--- src/rtl/shift1_pkg.sv ---
package shift1_pkg;
  localparam int OP_W = 3;

  typedef enum logic [OP_W-1:0] {
    OP_ROTL  = 3'd0,
    OP_ROTR  = 3'd1,
    OP_ROTCL = 3'd2,
    OP_ROTCR = 3'd3,
    OP_SHLL  = 3'd4,
    OP_SHAL  = 3'd5,
    OP_SHLR  = 3'd6,
    OP_SHAR  = 3'd7
  } shift_op_e;
endpackage

--- src/rtl/shift1_core.sv ---
module shift1_core
  import shift1_pkg::*;
#(
  parameter int W = 32
) (
  input  logic [W-1:0] opnd,
  input  logic         t_prev,
  input  shift_op_e    op,
  output logic [W-1:0] res,
  output logic         t_next
);
  localparam int MSB = W - 1;

  logic to_left;
  logic fill;

  // Direction and the bit entering the vacated end.
  always_comb begin
    unique case (op)
      OP_ROTL:  begin to_left = 1'b1; fill = opnd[MSB]; end
      OP_ROTR:  begin to_left = 1'b0; fill = opnd[0];   end
      OP_ROTCL: begin to_left = 1'b1; fill = t_prev;    end
      OP_ROTCR: begin to_left = 1'b0; fill = t_prev;    end
      OP_SHLL,
      OP_SHAL:  begin to_left = 1'b1; fill = 1'b0;      end
      OP_SHLR:  begin to_left = 1'b0; fill = 1'b0;      end
      OP_SHAR:  begin to_left = 1'b0; fill = opnd[MSB]; end
      default:  begin to_left = 1'b1; fill = 1'b0;      end
    endcase
  end

  // The bit leaving the word always becomes the flag.
  always_comb begin
    if (to_left) begin
      res    = {opnd[MSB-1:0], fill};
      t_next = opnd[MSB];
    end else begin
      res    = {fill, opnd[MSB:1]};
      t_next = opnd[0];
    end
  end
endmodule

--- src/rtl/shift1_stage.sv ---
module shift1_stage #(
  parameter int W = 32
) (
  input  logic         clk,
  input  logic         rst_n,
  input  logic         load,
  input  logic         drain,
  input  logic [W-1:0] d_in,
  input  logic         t_in,
  output logic         vld,
  output logic [W-1:0] d_q,
  output logic         t_q
);
  always_ff @(posedge clk or negedge rst_n) begin
    if (!rst_n) begin
      vld <= 1'b0;
      d_q <= '0;
      t_q <= 1'b0;
    end else if (load) begin
      vld <= 1'b1;
      d_q <= d_in;
      t_q <= t_in;
    end else if (drain) begin
      vld <= 1'b0;
    end
  end
endmodule

--- src/rtl/shift1_unit.sv ---
module shift1_unit
  import shift1_pkg::*;
#(
  parameter int W = 32
) (
  input  logic         clk,
  input  logic         rst_n,
  input  logic         in_valid,
  output logic         in_ready,
  input  logic [W-1:0] in_data,
  input  logic         in_t,
  input  logic [2:0]   in_op,
  output logic         out_valid,
  input  logic         out_ready,
  output logic [W-1:0] out_data,
  output logic         out_t
);
  logic [W-1:0] core_res;
  logic         core_t;
  logic         accept;
  shift_op_e    op_sel;

  assign op_sel   = shift_op_e'(in_op);
  assign in_ready = !out_valid || out_ready;
  assign accept   = in_valid && in_ready;

  shift1_core #(.W(W)) u_core (
    .opnd   (in_data),
    .t_prev (in_t),
    .op     (op_sel),
    .res    (core_res),
    .t_next (core_t)
  );

  shift1_stage #(.W(W)) u_stage (
    .clk   (clk),
    .rst_n (rst_n),
    .load  (accept),
    .drain (out_ready),
    .d_in  (core_res),
    .t_in  (core_t),
    .vld   (out_valid),
    .d_q   (out_data),
    .t_q   (out_t)
  );
endmodule

--- config.mk ---
export PLATFORM = sky130hd
export DESIGN_NAME = shift1_unit
export DESIGN_NICKNAME = d
export VERILOG_FILES = /design/src/rtl/shift1_pkg.sv /design/src/rtl/shift1_core.sv /design/src/rtl/shift1_stage.sv /design/src/rtl/shift1_unit.sv
export SDC_FILE = /design/constraint.sdc
export NUM_CORES = 1
export LEC_CHECK = 0
export ABC_AREA = 1
export ABC_CLOCK_PERIOD_IN_PS = 1050
export BUFFER_PORTS_ARGS = -buffer_cell sky130_fd_sc_hd__buf_2
export CORE_ASPECT_RATIO = 0.6
export CORE_UTILIZATION = 48
export DETAILED_ROUTE_END_ITERATION = 6
export PLACE_DENSITY = 0.8
export SYNTH_ARGS = -nofsm -noshare
export SYNTH_HDL_FRONTEND = slang
export SYNTH_SLANG_ARGS = --single-unit
--- constraint.sdc ---
create_clock -name clk -period 1.05 [get_ports clk]
set_input_delay 0.1575 -clock clk [delete_from_list [all_inputs] [get_ports clk]]
set_output_delay 0.1575 -clock clk [all_outputs]
set_load 0.02 [all_outputs]
Yosys cells after proc, flatten, opt, wreduce, memory -nomap -nowiden
Cells that the tools add are included.
{"block": "word_totals", "register_bits": 34, "inputBits": 40, "output_inout_bits": 35, "elab_cells": 26}
{"block": "classes", "n_eq_ne": 7, "muxes": 6, "reduce_logical": 10}
{"operator": "2-to-1 mux 32 bit", "n": 1}
{"operator": "equality test 3 bit (second input constant)", "n": 4}
{"operator": "OR reduction 4 bit", "n": 2}
{"operator": "equality test 3 x 2 -> 1 bit (second input constant)", "n": 2}
{"operator": "case mux 1 bit (4 select lines)", "n": 1}
{"operator": "OR reduction 2 bit", "n": 2}
{"operator": "equality test 3 x 1 -> 1 bit (second input constant)", "n": 1}
{"operator": "zero test 3 bit", "n": 1}
{"operator": "2-to-1 mux 1 bit", "n": 3}
{"operator": "OR reduction 3 bit", "n": 1}
{"operator": "case mux 1 bit (2 select lines)", "n": 1}
{"operator": "nonzero test 2 bit", "n": 1}
{"operator": "logical AND 1 bit", "n": 1}
{"operator": "zero test 1 bit", "n": 1}
{"operator": "logical OR 1 bit", "n": 1}

Depth between registers and ports, before layout
{"block": "depth", "word_depth": 4, "mapped_depth": 8}

Hierarchy
A second synthesis with hierarchy kept.
{"block": "unflattened", "cells_unflattened": 267, "area_unflattened_um2": 1881.8}
{"module": "shift1_stage", "n_inst": 1, "cells_per_inst": 144, "area_per_inst_um2": 1342.5}
{"module": "shift1_core", "n_inst": 1, "cells_per_inst": 119, "area_per_inst_um2": 519.2}
{"module": "shift1_unit", "n_inst": 1, "cells_per_inst": 4, "area_per_inst_um2": 20.0}

Worst setup path before layout
Ideal clock, no wire load.
{"block": "synth_timing", "path_kind": "flip-flop to flip-flop", "start": "register u_stage.vld", "end": "register u_stage.d_q[10]", "setup_time_ns": 0.117, "t_arrival_ns": 1.061, "path_slack_ns": -0.128, "stages_incl_launch_ff": 7, "period_less_slack_ns": 1.178, "cell_sequence": "dfrtp_1 -> nand2_2 -> nand2_4 -> inv_2 -> buf_2 -> nand3_1 -> nand2_1"}
{"block": "synth_via", "elab_chain_len": 3}
{"item": "start, declared", "line_no": "shift1_stage.sv:10", "source": "output logic vld,"}
{"item": "start signal, assigned", "line_no": "shift1_stage.sv:16", "source": "vld <= 1'b0;"}
{"item": "start signal, assigned", "line_no": "shift1_stage.sv:20", "source": "vld <= 1'b1;"}
{"item": "start signal, assigned", "line_no": "shift1_stage.sv:24", "source": "vld <= 1'b0;"}
{"item": "zero test 1 bit", "line_no": "shift1_unit.sv:24", "source": "assign in_ready = !out_valid || out_ready;"}
{"item": "logical OR 1 bit", "line_no": "shift1_unit.sv:24"}
{"item": "net in_ready", "line_no": "shift1_unit.sv:9", "source": "output logic in_ready,"}
{"item": "logical AND 1 bit", "line_no": "shift1_unit.sv:25", "source": "assign accept = in_valid && in_ready;"}
{"item": "end signal, assigned", "line_no": "shift1_stage.sv:21", "source": "d_q <= d_in;"}
{"item": "end, declared", "line_no": "shift1_stage.sv:11", "source": "output logic [W-1:0] d_q,"}
The timed path passes the listed nets, and every way through them passes these cells.
A chain may end at the register's enable or synchronous reset.

Final worst setup path
{"block": "layout_timing", "start": "register u_stage.vld", "end": "output in_ready"}
{"block": "layout_via", "elab_chain_len": 2}
{"item": "zero test 1 bit", "line_no": "shift1_unit.sv:24"}
{"item": "logical OR 1 bit", "line_no": "shift1_unit.sv:24"}
{"item": "end, declared", "line_no": "shift1_unit.sv:9"}
No other way between the ends.

==> results.json <==
{
  "min_path_type": "in -> reg",
  "nets": 394,
  "dp_cells": 390,
  "path_buf_inv": 2,
  "initial_core_util": 0.505,
  "mostFrequentLayoutCells": "nand2_1 (140), buf_2 (73), inv_1 (37)",
  "grt_pass1_wl_um": 7530,
  "num_io_pins": 75,
  "place_ws_ns": -0.00911,
  "fin_skew_ns": 0.00576,
  "drc_errors": 0,
  "cp.arrival_ns": 0.99,
  "path_cells": "nand2_4, buf_6, buf_6",
  "htreeDepth": 2,
  "final_common_cell": "nand2_1",
  "grt_usage": 0.245,
  "slowest_stage": "dfrtp_2",
  "p_leak_nw": 1.55,
  "hpwl_um": 3310,
  "antenna_cells": 0,
  "synth.avg_cell_area_um2": 6.93,
  "cts_tree": "built",
  "ys_warn_count": 0,
  "whs_path_depth": 3,
  "dr_wl_met3_um": 308,
  "via_count": 1927,
  "drt_wl_total_um": 4570,
  "core_area_um2": 3680,
  "rows": 17,
  "failed_checks": "negative setup slack",
  "wl_met1_um": 2260,
  "synth_seq_cells": 34,
  "critical_path_depth": 3,
  "criticalPathCategory": "reg -> out",
  "antenna_found_initial": 0,
  "hold_violations": 0,
  "gp_routability_congestion": 0.801,
  "dieArea_um2": 4130,
  "fmax_mhz": 873,
  "wl_met2_um": 1960,
  "netlist_instances": 268,
  "cts-buffers-inserted": 5,
  "min_period_over_period": 1.09,
  "clockBufferDepth": 2,
  "finalSetupViolCount": 2,
  "peakVddDrop_mv": 0.923,
  "firstDrtPassIters": 4,
  "yosysSeqAreaShare": 0.458,
  "drtAntennaViolNets": 0,
  "crit_family": "flip-flops",
  "worst_slew_pin_slew_ns": 0.186,
  "pwr_density_cell_nw_per_um2": 1540,
  "crit_top_cell": "buf_6",
  "wire_per_inst_um": 11.4,
  "cp-start-kind": "register",
  "layout_setup_ws_ns": -0.0961,
  "netlist_area_um2": 1860,
  "path_max_fanout": 2,
  "drive_gt1_frac": 0.299,
  "insertion_delay_ns": 0.29,
  "rsz0062_at_grt": "true",
  "portBuffers": 74,
  "clk_pin_slew_ns": 0.07,
  "endpoint_kind": "primary output",
  "stdcell_count": 402,
  "routed_via_density": 4.79,
  "slew_headroom": 0.876,
  "r2r_cells": 6,
  "die_h_um": 50.2,
  "syn_nets": 308,
  "top_layer_used": "met4",
  "outcome": "complete, but fails checks",
  "grt_overflow": 0,
  "dieWidth_um": 82.3,
  "min_period_ns": 1.15,
  "clock_sinks": 34,
  "cts_root_buffer": "clkbuf_8",
  "grt_max_degree": 35,
  "drv_cap": 0,
  "cpPeakStageDelay_ns": 0.42,
  "synth_cell_type_count": 11,
  "tns_ns": -0.117,
  "syn_to_final_growth_pct": 37.3,
  "grt_pass1_vias": 1784,
  "slew_violations": 0,
  "cp.required_ns": 0.89,
  "drt_iter0_drc": 97
}
==> timing repair <==
item                                    CTS  global route
cloned                                    0             0
buffers inserted                          1             2
pin swaps                                 1             2
gates resized for setup                   6             4
hold endpoints to repair                 34             0
endpoints found under the setup margin   26            31
hold buffers                              1             0
==> area by class of cell <==
type                            instances  area [µm²]
Fill cell                             316        1130
Sequential cell                        34         852
Multi-Input combinational cell        183         767
Timing Repair Buffer                   91         627
Inverter                               39         154
Clock buffer                            7        86.3
Tap cell                               47        58.8
Clock inverter                          1        5.00
==> report_power, final <==
group	switching, mW	total [mW]	internal (mW)
clock	0.465	0.993	0.528
combinational	0.779	1.28	0.504
sequential	0.120	1.65	1.53
total	1.36	3.92	2.56
==> worst paths after layout <==
| kind | endpoint | startpoint | slack [ns] |
|---|---|---|---|
| hold reg to reg | u_stage.d_q[8] | u_stage.d_q[8] | 0.48 |
| setup / recovery | in_ready | u_stage.vld | -0.1 |
| hold / removal | u_stage.vld | in_valid | 0.17 |
| min in group asynchronous | u_stage.d_q[2] | rst_n | 0.35 |
| max in group asynchronous | u_stage.vld | rst_n | 0.52 |
| setup reg to reg | u_stage.d_q[0] | u_stage.vld | -0.02 |
==> synth_stat cells <==
library cell | instances | share of area
inv_2 | 2 | 0.0040
buf_2 | 6 | 0.016
nand2_2 | 3 | 0.010
dfrtp_1 | 34 | 0.46
nand2_1 | 140 | 0.28
nand3_1 | 35 | 0.094
inv_1 | 37 | 0.075
nand2_4 | 3 | 0.018
a21oi_1 | 1 | 0.0027
buf_6 | 6 | 0.036
nor2_1 | 1 | 0.0020
==> flip-flops by register name, summed over array words and instances (netlist names) <==
| signal | flops |
|---|---|
| u_stage.t_q | 1 |
| u_stage.d_q | 32 |
| u_stage.vld | 1 |
==> stage by stage <==
stage	cell area, µm²	hold WS, ns	util	total power [mW]
after global routing	2550	0.174	0.693	4.15
after global placement	2390	0.132	0.650	2.88
after detailed placement	2390	0.130	0.650	2.91
after CTS	2520	0.139	0.685	3.93
after floorplan	1870	-0.138	-	2.40
final	2550	0.171	0.693	3.92
==> worst min-delay path, stage by stage <==
cell	delay [ns]
buf_2	0.11
nand2_4	0.09
nand2_1	0.07
==> cells by family (layout without fill, tap and decap cells) <==
kind of cell           after synthesis  count (layout)  share of synthesized area
AND/OR/NAND/NOR                    182             182                      0.408
buffers and inverters               51             138                      0.131
flip-flops                          34              34                      0.458
AO/OA/AOI/OAI                        1               1                    0.00269
==> layer usage <==
metal / track usage / up-vias
met5: 0 / -
met4: 0.0877 / 0
met3: 0.0636 / 5
met2: 0.380 / 66
met1: 0.329 / 888
li1: - / 968
Power figures use the tool's default switching activity.
